$ cat config.mk
export PLATFORM = sky130hd
export DESIGN_NAME = sqrt_unit
export DESIGN_NICKNAME = d
export VERILOG_FILES = /design/src/rtl/sqrt_pkg.sv /design/src/rtl/sqrt_step.sv /design/src/rtl/sqrt_unit.sv
export SDC_FILE = /design/constraint.sdc
export NUM_CORES = 1
export LEC_CHECK = 0
export ABC_AREA = 1
export BUFFER_PORTS_ARGS = -buffer_cell sky130_fd_sc_hd__buf_4
export CAP_MARGIN = 20
export CORE_ASPECT_RATIO = 1.2
export CORE_MARGIN = 1
export CORE_UTILIZATION = 30
export CTS_CLUSTER_DIAMETER = 50
export DETAILED_ROUTE_END_ITERATION = 8
export PLACE_DENSITY = 0.57
export SLEW_MARGIN = 20
export SYNTH_ARGS = -nofsm -noshare
export SYNTH_HDL_FRONTEND = slang
export SYNTH_SLANG_ARGS = --single-unit
$ cat constraint.sdc
create_clock -name clk -period 1.8 [get_ports clk]
set_clock_uncertainty 0.05 [all_clocks]
set_input_delay 0.09 -clock clk [delete_from_list [all_inputs] [get_ports clk]]
set_output_delay 0.09 -clock clk [all_outputs]
set_load 0.01 [all_outputs]
$ cat src/rtl/sqrt_pkg.sv
package sqrt_pkg;

  typedef enum logic {
    SQ_RESTORE = 1'b0,
    SQ_NONREST = 1'b1
  } sqrt_mode_e;

  typedef enum logic [1:0] {
    ST_IDLE = 2'd0,
    ST_ITER = 2'd1,
    ST_FIN  = 2'd2
  } sqrt_state_e;

endpackage

$ cat src/rtl/sqrt_step.sv
// One radix-2 digit step: bring in two operand bits, form the trial term
// from the partial root, choose the next root bit from the sign.
module sqrt_step
  import sqrt_pkg::*;
#(
  parameter int         RW   = 8,
  parameter sqrt_mode_e MODE = SQ_RESTORE,
  parameter int         RMW  = RW + 4
) (
  input  logic signed [RMW-1:0] rem_i,
  input  logic        [RW-1:0]  root_i,
  input  logic        [1:0]     pair_i,
  output logic signed [RMW-1:0] rem_o,
  output logic        [RW-1:0]  root_o,
  output logic                  trial_neg_o,
  output logic                  add_step_o
);

  // remainder * 4 + next operand pair
  function automatic logic signed [RMW-1:0] shift_in(
    input logic signed [RMW-1:0] r, input logic [1:0] p);
    return {r[RMW-3:0], p};
  endfunction

  // 4q + 1 : subtracted when the remainder is non-negative
  function automatic logic signed [RMW-1:0] sub_term(input logic [RW-1:0] q);
    return $signed({{(RMW-RW-2){1'b0}}, q, 2'b01});
  endfunction

  // 4q + 3 : added when the remainder is negative (non-restoring only)
  function automatic logic signed [RMW-1:0] add_term(input logic [RW-1:0] q);
    return $signed({{(RMW-RW-2){1'b0}}, q, 2'b11});
  endfunction

  logic signed [RMW-1:0] shifted;
  logic signed [RMW-1:0] trial;

  assign shifted = shift_in(rem_i, pair_i);

  generate
    if (MODE == SQ_RESTORE) begin : g_restore
      always_comb begin
        add_step_o  = 1'b0;
        trial       = shifted - sub_term(root_i);
        trial_neg_o = trial[RMW-1];
        rem_o       = trial_neg_o ? shifted : trial;
        root_o      = {root_i[RW-2:0], ~trial_neg_o};
      end
    end else begin : g_nonrest
      always_comb begin
        add_step_o  = rem_i[RMW-1];
        trial       = add_step_o ? (shifted + add_term(root_i))
                                 : (shifted - sub_term(root_i));
        trial_neg_o = trial[RMW-1];
        rem_o       = trial;
        root_o      = {root_i[RW-2:0], ~trial_neg_o};
      end
    end
  endgenerate

endmodule

$ cat src/rtl/sqrt_unit.sv
module sqrt_unit
  import sqrt_pkg::*;
#(
  parameter int         RW   = 8,
  parameter sqrt_mode_e MODE = SQ_RESTORE
) (
  input  logic            clk,
  input  logic            rst_n,
  input  logic            start,
  input  logic [2*RW-1:0] operand,
  output logic            busy,
  output logic            done,
  output logic [RW-1:0]   root,
  output logic [RW:0]     remainder
);

  localparam int OW  = 2 * RW;
  localparam int RMW = RW + 4;
  localparam int CW  = (RW > 2) ? $clog2(RW) : 1;

  sqrt_state_e           state_q;
  logic [OW-1:0]         opnd_q;
  logic signed [RMW-1:0] rem_q, rem_nx, rem_fix;
  logic [RW-1:0]         root_q, root_nx;
  logic [CW-1:0]         cnt_q;
  logic                  trial_neg, add_step;
  logic                  accept, last_step;

  assign accept    = (state_q == ST_IDLE) && start;
  assign last_step = (cnt_q == CW'(RW - 1));
  assign busy      = (state_q != ST_IDLE);

  sqrt_step #(.RW(RW), .MODE(MODE), .RMW(RMW)) u_step (
    .rem_i       (rem_q),
    .root_i      (root_q),
    .pair_i      (opnd_q[OW-1 -: 2]),
    .rem_o       (rem_nx),
    .root_o      (root_nx),
    .trial_neg_o (trial_neg),
    .add_step_o  (add_step)
  );

  // final remainder sign check
  generate
    if (MODE == SQ_NONREST) begin : g_fix
      assign rem_fix = rem_q[RMW-1]
        ? rem_q + $signed({{(RMW-RW-1){1'b0}}, root_q, 1'b1})
        : rem_q;
    end else begin : g_nofix
      assign rem_fix = rem_q;
    end
  endgenerate

  always_ff @(posedge clk or negedge rst_n) begin
    if (!rst_n) begin
      state_q   <= ST_IDLE;
      opnd_q    <= '0;
      rem_q     <= '0;
      root_q    <= '0;
      cnt_q     <= '0;
      done      <= 1'b0;
      root      <= '0;
      remainder <= '0;
    end else begin
      done <= 1'b0;
      unique case (state_q)
        ST_IDLE: begin
          if (accept) begin
            opnd_q  <= operand;
            rem_q   <= '0;
            root_q  <= '0;
            cnt_q   <= '0;
            state_q <= ST_ITER;
          end
        end
        ST_ITER: begin
          rem_q  <= rem_nx;
          root_q <= root_nx;
          opnd_q <= {opnd_q[OW-3:0], 2'b00};
          if (last_step) state_q <= ST_FIN;
          else           cnt_q   <= cnt_q + 1'b1;
        end
        ST_FIN: begin
          root      <= root_q;
          remainder <= rem_fix[RW:0];
          done      <= 1'b1;
          state_q   <= ST_IDLE;
        end
        default: state_q <= ST_IDLE;
      endcase
    end
  end

  // ---------------- assertions ----------------
  assert_done_pulse_R7: assert property (@(posedge clk) disable iff (!rst_n)
    done |=> !done);

  assert_root_msb_R2: assert property (@(posedge clk) disable iff (!rst_n)
    done |-> root[RW-1]);

  assert_rem_bound_R3: assert property (@(posedge clk) disable iff (!rst_n)
    done |-> ({1'b0, remainder} <= {root, 1'b0}));

  assert_start_ignored_R8: assert property (@(posedge clk) disable iff (!rst_n)
    (busy && start) |=> (cnt_q != '0));

  generate
    if (MODE == SQ_RESTORE) begin : g_chk_restore
      assert_rem_nonneg_R4: assert property (@(posedge clk) disable iff (!rst_n)
        (state_q == ST_ITER) |-> !rem_q[RMW-1]);
      assert_neg_digit_zero_R4: assert property (@(posedge clk) disable iff (!rst_n)
        (state_q == ST_ITER && trial_neg) |=> (root_q[0] == 1'b0));
    end else begin : g_chk_nonrest
      assert_fix_nonneg_R5: assert property (@(posedge clk) disable iff (!rst_n)
        (state_q == ST_FIN) |-> !rem_fix[RMW-1]);
      assert_add_after_neg_R5: assert property (@(posedge clk) disable iff (!rst_n)
        (state_q == ST_ITER && trial_neg && !last_step) |=> add_step);
    end
  endgenerate

endmodule

After elaboration in Yosys (flattened, before gate mapping)
Index checks and enable logic that the tools add are counted.

Multipliers: 0. Div/mod/pow operators: 0. Order comparisons: 0. Mux-type cells: 14. Bitwise logic cells: 1. Reductions and logical operators: 7. Add/sub/neg operators: 2. Equality and inequality tests: 6. Shifts and indexed selects: 0.

Operator list (number): 16-bit one-hot mux with 2 select lines (1); 10-bit two-way mux (2); 10-bit one-hot mux with 2 select lines (1); 16-bit two-way mux (1); 8-bit one-hot mux with 2 select lines (1); 12-bit by 11-bit subtractor with 12-bit output (1); 8-bit two-way mux (1); 3-bit two-way mux (2); 2-bit != test (second input constant) (3); 3-bit one-hot mux with 2 select lines (1); 2-bit two-way mux (2); 2-bit one-hot mux with 2 select lines (1); 2-bit AND reduction (2); 2-bit nonzero test (2); 3-bit by 1-bit adder with 3-bit output (second input constant) (1); 3-bit == test (second input constant) (1); 3-bit AND reduction (1); 2-bit by 1-bit == test with 1-bit output (second input constant) (1); 2-bit == test (second input constant) (1); 2-bit zero test (1); 1-bit logical AND (1); 1-bit two-way mux (1); 1-bit inverter (1).

Output and inout port bits: 19. Logic and storage cells: 38. RAM bits: 0. Memories kept: 0. Bits in read-only memories: 0. Bits in latches: 0. Bits in registers: 57. Input port bits: 19.

Logic depth before layout (Yosys ltp)
Gate-level depths: netlist of the first run.

Depth in word-level cells: 4. Mapped depth: 14. Depth with buffers taken out: 14.

Cells and area by module
A second synthesis of the first run with hierarchy kept.

Cells, all modules: 435. Area, all modules: 3310.7 sq um.

By module, submodules not included: sqrt_unit (cells each 297, area each 2605.0 sq um, times used 1, sequential area each 1476.4 sq um); sqrt_step (cells each 138, area each 705.7 sq um, times used 1, sequential area each 0.0 sq um).

Worst setup path after synthesis of the first run
OpenSTA, ideal clock, no wires.

Path type: reg-to-reg. Start point: register rem_q[4], in the netlist rem_fix[4]. End point: register rem_q[0], in the netlist rem_fix[0]. Path buffers: 1. Stages on the path, launching flop included: 13. Path slack: 0.132 ns. Data arrival time: 1.501 ns. Period minus slack after synthesis: 1.668 ns. Required time: 1.633 ns. Library setup time: 0.117 ns. Cell sequence: dfrtp_1 > ha_1 > nand2_1 > inv_1 > nand2_1 > nand2_1 > nand2_1 > nand3_2 > nand2_2 > buf_6 > nand3_1 > nand3_1 > nand2_1.

Cells in the longest elaborated chain, start to end: 3.

RTL lines: start, declared (RTL line sqrt_unit.sv:23) `logic signed [RMW-1:0] rem_q, rem_nx, rem_fix;`; start signal, assigned (RTL line sqrt_unit.sv:77) `rem_q <= rem_nx;`; 12-bit by 11-bit subtractor with 12-bit output (RTL line sqrt_step.sv:44) `trial = shifted - sub_term(root_i);`; 10-bit two-way mux (RTL line sqrt_step.sv:46) `rem_o = trial_neg_o ? shifted : trial;`; 10-bit one-hot mux with 2 select lines (RTL line sqrt_unit.sv:66) `unique case (state_q)`.

Every way passes these cells. A chain may end at the register's enable or synchronous reset.

Final worst setup path of the first run
Start point: register rem_q[2], in the netlist rem_fix[2]. End point: register rem_q[8], in the netlist rem_fix[8].

The elaborated chain is that of the path after synthesis.

==> flow_summary_export.csv, run 1 <==
group,metric,value,unit
sta,rsz0062_at_grt,"yes",
routing,drtIter0Drc,104,
finish,fin_nets,475,
floorplanning,core,9467,um2
clock_tree,clk_latency,0.32,ns
place,dp_worst_setup_slack,-0.1303,ns
critical_path,cp_slowest_cell,"dfrtp_1",
logic_synthesis,seq_area_frac_synth,0.4889,
sta,tns,-0.04048,ns
logic_synthesis,synth_area_leaders,"dfrtp_1 (49%), nand2_1 (13%), nand3_1 (6.5%), inv_1 (5.7%), ha_1 (4.7%)",
global_route,grt_use_total,0.1601,
sta,finalSetupViolCount,3,
critical_path,crit_start,"rem_fix[2]",
critical_path,critPathCaptureType,"flop",
hold_path,hp-start,"operand[10]",
sta,fin_crit,1.826,ns
power,cellLeakagePower,2.139,nW
power,ir_drop,0.8050,mV
sta,max_slew_margin,0.5096,
logic_synthesis,synthFlopType,"dfrtp_1",
global_route,grt-ovfl-total,0,
power,total_power,9.853,mW
finish,n_antenna_cell,0,
routing,avgViaCountPerCell,4.669,
clock_tree,cts.clk_slew.worst_paths,0.05,ns
clock_tree,numCtsBuffers,9,
floorplanning,rows,39,
logic_synthesis,yosysTopAreaCell,"dfrtp_1",
global_route,antenna_found_initial,0,
place,io_buffers,37,
clock_tree,clk_root_buffer_cell,"clkbuf_16",
critical_path,path_max_fanout,5,
routing,via_count,2666,
routing,wl_per_cell,13.63,um
finish,utilization,0.4485,
critical_path,cpMostUsedCell,"nand2_2",
finish,drive_above_1_share,0.3371,
clock_tree,cts_max_level,3,
critical_path,path_class,"flop to flop",
logic_synthesis,ys_ff_latch,57,
hold_path,hold_path_class,"input pin to flop",
logic_synthesis,synth_common_cells,"nand2_1 (102), dfrtp_1 (57), inv_1 (44)",
routing,drc,0,
logic_synthesis,synth_cells,354,
sta,setup_slack,-0.02623,ns
floorplanning,io_pins,38,
floorplanning,die-area,10130,um2
floorplanning,die_w,92.03,um
clock_tree,cts_tree,"built",
outcome,violations,"setup timing",
outcome,status,"complete, but fails checks",
place,hpwl,5.310,mm
sta,hold_viol,0,
logic_synthesis,synth_cell_types,31,
critical_path,cp_slowest_stage_delay,0.41,ns
place,gp_congestion,0.8921,
critical_path,critical_path.startpoint_type,"flop",
critical_path,critPathBufInv,1,
power,power_density,2321,nW/um2
logic_synthesis,ys_warn_count,0,
sta,worst_slew_pin_slew,0.7356,ns
logic_synthesis,yosys.area.top_type_share,0.4889,
routing,wirelength,7.782,mm
logic_synthesis,synth_area,2918,um2
sta,slew_violations,0,
logic_synthesis,synth_nets,384,
place,dpl.cell_count,540,
sta,fmax,547.6,MHz
sta,finalCritPeriodShare,1.015,
global_route,grt_pass1_vias,2563,
floorplanning,start_util,0.3082,
critical_path,timing.rr.start,"rem_fix[2]",
logic_synthesis,synth-edff-count,0,
clock_tree,clock_sinks,57,
logic_synthesis,synth.most_common_cell,"nand2_1",
critical_path,path_cells,"ha_4 -> nand2_2 -> nand2_2 -> nand2_2 -> nand2_2 -> nand2_2 -> nand4_1 -> buf_4 -> nand2_4 -> nand2_2 -> nand3_2 -> nand2_1",
finish,final_cells,571,
clock_tree,clock_path_buffers,2,
critical_path,required,1.96,ns
global_route,grt_pass1_wl,12.63,mm
routing,dr.pass1.iters,5,
logic_synthesis,postSynthAreaPerCell,8.242,um2
logic_synthesis,async_reset_ff_frac,1.000,
global_route,grt_start_max_net_pins,58,
critical_path,worstPathArrival,1.98,ns
finish,syn_to_final_growth,45.50,%
critical_path,cpLargestDelayFamily,"simple AND/OR/NAND/NOR gates",
routing,drt.antenna.violating_nets,0,
floorplanning,die_height,110.0,um
job,max_cap_violations,0,
-- path summary, 6_finish.rpt --
kind,end,slack [ns],cells after the start
worst max-delay path,rem_fix[8],-0.03,12
worst min register to register,remainder[6],0.43,2
min in group asynchronous,rem_fix[7],0.32,2
max in group asynchronous,opnd_q[15],0.88,2
worst min-delay path,opnd_q[10],0.001,3
worst max register to register,rem_fix[8],-0.03,12
-- cell families after synthesis --
| kind of cell | after synthesis | share of synthesized area |
|---|---|---|
| simple gates | 172 | 0.2582 |
| buf+inv | 58 | 0.08662 |
| xor+xnor | 3 | 0.009007 |
| compound gates | 53 | 0.1102 |
| fa+ha+maj | 11 | 0.04717 |
| flops | 57 | 0.4889 |
-- per-stage QoR --
| step | hold WS (ns) | area, um2 |
|---|---|---|
| 6_report | 0.001126 | 4245 |
| 5_1_grt | 0.01206 | 4245 |
| 3_3_place_gp | 0.1574 | 3558 |
| 3_5_place_dp | 0.1622 | 3558 |
| 2_1_floorplan | -0.2556 | 2918 |
| 4_1_cts | 0.003130 | 4118 |
-- cell usage in the layout (no fill, tap or decap), types with 2 or more instances in the layout --
| cell type | netlist | routed |
|---|---|---|
| o21ai_0 | 25 | 24 |
| nand2_4 | 1 | 4 |
| o21ai_1 | 1 | 2 |
| dfrtp_1 | 57 | 57 |
| ha_4 | 0 | 7 |
| clkbuf_16 | 0 | 9 |
| inv_1 | 44 | 36 |
| nand2_2 | 3 | 16 |
| nand3_2 | 1 | 12 |
| nand3b_1 | 4 | 4 |
| clkbuf_8 | 0 | 3 |
| xnor2_1 | 2 | 2 |
| buf_6 | 4 | 2 |
| nand4_1 | 3 | 3 |
| ha_1 | 11 | 4 |
| nor2_2 | 0 | 2 |
| a22oi_1 | 7 | 7 |
| buf_4 | 0 | 80 |
| o221ai_1 | 2 | 2 |
| o22ai_1 | 11 | 11 |
| nor2_1 | 17 | 15 |
| dlygate4sd3_1 | 0 | 11 |
| inv_2 | 1 | 9 |
| nand2_1 | 102 | 86 |
| nand3_1 | 38 | 27 |
-- layout make-up --
type	instances	area, um2
Fill cell	929	5221
Multi-Input combinational cell	239	1459
Sequential cell	57	1426
Timing Repair Buffer	93	733.2
Clock buffer	12	266.5
Inverter	45	168.9
Tap cell	123	153.9
Clock inverter	2	37.54
-- timing repair --
item	in CTS	in global routing
resized for setup	23	32
gates cloned	1	0
setup endpoints to repair	10	11
pin swaps	12	19
buffers inserted	2	3
hold buffers	11	0
hold endpoints to repair	67	0
-- metal layers --
metal / part of all wire / vias to the layer above / global-route usage
li1: - / 1341 / -
met1: 0.46 / 1237 / 0.2097
met2: 0.48 / 68 / 0.2660
met3: 0.033 / 20 / 0.02332
met4: 0.025 / 0 / 0.06696
met5: 0 / - / 0
-- tightest hold or removal path, cell delays in order --
cell	delay [ns]
buf_4	0.08
nor2_1	0.03
o221ai_1	0.12
-- power by group --
part | internal [mW] | switching (mW) | total (mW)
logic | 2.64 | 3.26 | 5.90
registers | 1.85 | 0.350 | 2.20
clock network | 1.17 | 0.584 | 1.75
total | 5.66 | 4.19 | 9.85
-- sequential cells by signal (all words and copies together) (netlist names) --
name,count
rem_fix,10
opnd_q,16
root,8
done,1
state_q,2
root_q,8
remainder,9
cnt_q,3
Note: power is estimated with default switching activity, not from simulation.
==> run 2: changes to the inputs <==
--- a/config.mk
+++ b/config.mk
@@ -13,6 +13,7 @@
 export CORE_UTILIZATION = 30
 export CTS_CLUSTER_DIAMETER = 50
 export DETAILED_ROUTE_END_ITERATION = 8
+export MAX_ROUTING_LAYER = met4
 export PLACE_DENSITY = 0.57
 export SLEW_MARGIN = 20
 export SYNTH_ARGS = -nofsm -noshare
==> run 2 against run 1 <==
Effect of this change:
- the flow still finishes with violations (setup timing)
- power fell by 3.0%
- die area did not move
- hold slack gained 0.013 ns
- core utilization is 0.49 points lower
- sequential share of layout area grew 0.37 points
- final area fell by 1.1%
- register-to-register slack got worse by 0.02 ns
- largest cell class is now sequential cells
- largest power group unchanged
==> flow_summary_export.csv, run 2 (synthesized netlist as in run 1, its figures left out) <==
group,metric,value,unit
outcome,status,"complete, but fails checks",
outcome,violations,"setup timing",
floorplanning,die-area,10130,um2
clock_tree,numCtsBuffers,9,
sta,max_slew_margin,0.5087,
global_route,grt_pass1_wl,12.66,mm
critical_path,critPathCaptureType,"flop",
place,gp_congestion,0.8749,
routing,drt.antenna.violating_nets,0,
critical_path,critical_path.startpoint_type,"flop",
power,cellLeakagePower,2.138,nW
floorplanning,start_util,0.3082,
clock_tree,cts.clk_slew.worst_paths,0.05,ns
sta,fin_crit,1.848,ns
power,combPwrFrac,0.597,
sta,slew_violations,0,
global_route,grt_use_total,0.1670,
finish,layout_common_cells,"nand2_1 (95), buf_4 (80), dfrtp_1 (57), inv_1 (40), nand3_1 (34)",
floorplanning,core,9467,um2
floorplanning,die_height,110.0,um
finish,top_register,"opnd_q",
finish,n_antenna_cell,0,
job,max_cap_violations,0,
finish,fin_nets,477,
critical_path,cp_slowest_cell,"dfrtp_1",
finish,mostFrequentLayoutCell,"nand2_1",
routing,wirelength,7.749,mm
critical_path,path_class,"flop to flop",
clock_tree,clk_root_buffer_cell,"clkbuf_16",
clock_tree,cts_tree,"built",
power,power_frac_seq,0.230,
sta,rsz0062_at_grt,"yes",
power,total_power,9.562,mW
hold_path,hold_path_class,"input pin to flop",
sta,finalSetupViolCount,10,
power,ir_drop,0.7381,mV
floorplanning,die_w,92.03,um
finish,syn_to_final_growth,43.91,%
place,dp_worst_setup_slack,-0.09949,ns
global_route,grt_start_max_net_pins,58,
place,place_area,3566,um2
global_route,grt_pass1_vias,2642,
critical_path,cpMostUsedCell,"nand3_1",
critical_path,path_cells,"ha_4 -> inv_2 -> nor3_4 -> buf_4 -> nand2_4 -> nand4_1 -> buf_6 -> nand3_1 -> nand3_1 -> nand2_1",
power,power_density,2277,nW/um2
routing,drc,0,
power,p_sw,4.056,mW
place,hpwl,5.209,mm
sta,setup_slack,-0.04824,ns
finish,final_area,4199,um2
floorplanning,io_pins,38,
critical_path,required,1.96,ns
global_route,antenna_found_initial,0,
critical_path,path_max_fanout,5,
routing,via_count,2710,
critical_path,critPathBufInv,3,
clock_tree,clk_latency,0.32,ns
sta,fmax,541.1,MHz
clock_tree,clock_sinks,57,
global_route,grt-ovfl-total,0,
routing,dr.pass1.iters,4,
sta,hold_viol,0,
critical_path,worstPathArrival,2.01,ns
critical_path,cp_slowest_stage_delay,0.41,ns
routing,drtIter0Drc,154,
floorplanning,rows,39,
sta,holdWs,0.01438,ns
sta,finalCritPeriodShare,1.027,
critical_path,cpLargestDelayFamily,"simple AND/OR/NAND/NOR gates",
routing,avgViaCountPerCell,4.713,
power,p_clk_frac,0.173,
finish,drive_above_1_share,0.2898,
clock_tree,clock_path_buffers,2,
finish,largest_register_ffs,16,
clock_tree,cts_max_level,3,
place,io_buffers,37,
sta,worst_slew_pin_slew,0.7370,ns
routing,wl_per_cell,13.48,um
power,switching_share,0.4242,
power,internal_power,5.506,mW
## run 2: cell types whose count changed in the layout (fill, tap and decap cells not counted), moves of 2 or more
cell      previous run  this run
clkbuf_8             3         0
clkinv_2             0         4
inv_1               36        40
inv_2                9         5
nand2_1             86        95
nand2_2             16         7
nand3_1             27        34
nand3_2             12         4
nor2_2               2         0
## run 2: worst min-delay path, delay by kind of cell
kind | cells | cell delay, ns
compound gates | 1 | 0.14
simple gates | 1 | 0.03
buf+inv | 1 | 0.08
## run 2: power groups by stage
| stage | Sequential, mW | Clock, mW | Combinational [mW] |
|---|---|---|---|
| detailed placement | 2.17 | 0 | 4.92 |
| global route | 2.26 | 1.74 | 6.36 |
| global placement | 2.15 | 0 | 4.87 |
| CTS | 2.18 | 1.67 | 5.25 |
| floorplan | 2.18 | 0 | 3.08 |
| finish | 2.20 | 1.65 | 5.71 |
## run 2: worst paths after layout
path / to / slack (ns) / cells after the start / from
max: rem_fix[8] / -0.05 / 10 / rem_fix[7]
min: opnd_q[4] / 0.01 / 3 / operand[4]
max reg2reg: rem_fix[8] / -0.05 / 10 / rem_fix[7]
min reg2reg: cnt_q[1] / 0.42 / 2 / cnt_q[1]
max in group asynchronous: rem_fix[2] / 0.89 / 2 / rst_n
min in group asynchronous: root_q[7] / 0.31 / 2 / rst_n
## run 2: routing by layer
layer  GRT usage  up-vias  wire length, um
met5           -        -                0
met1      0.1970     1280             3450
met2      0.2809       65             3861
met4     0.07254        0              178
li1            -     1347                -
met3     0.03086       18              259
## run 2: layout make-up
type                       count  area, um2
clock buffer                  10      229.0
multi-input combinational    240       1419
clock inverter                 6      58.81
timing repair buffer          94      743.2
fill                         965       5268
inverter                      45      168.9
tap                          123      153.9
sequential                    57       1426
## run 2: what timing repair did
action | 4_1_cts | 5_1_grt
setup buffers | 0 | 4
hold endpoints to repair | 68 | 0
gates resized for setup | 16 | 18
cloned | 1 | 1
hold buffers | 12 | 0
setup endpoints to repair | 11 | 11
pin swaps | 2 | 8
## run 2: metrics by stage
step | std cells | utilization | setup TNS (ns)
2_1_floorplan | 354 | - | 0
3_3_place_gp | 541 | 0.3767 | -0.3482
3_5_place_dp | 541 | 0.3767 | -0.7648
4_1_cts | 570 | 0.4301 | 0
5_1_grt | 575 | 0.4436 | -1.183
6_report | 575 | 0.4436 | -0.3211
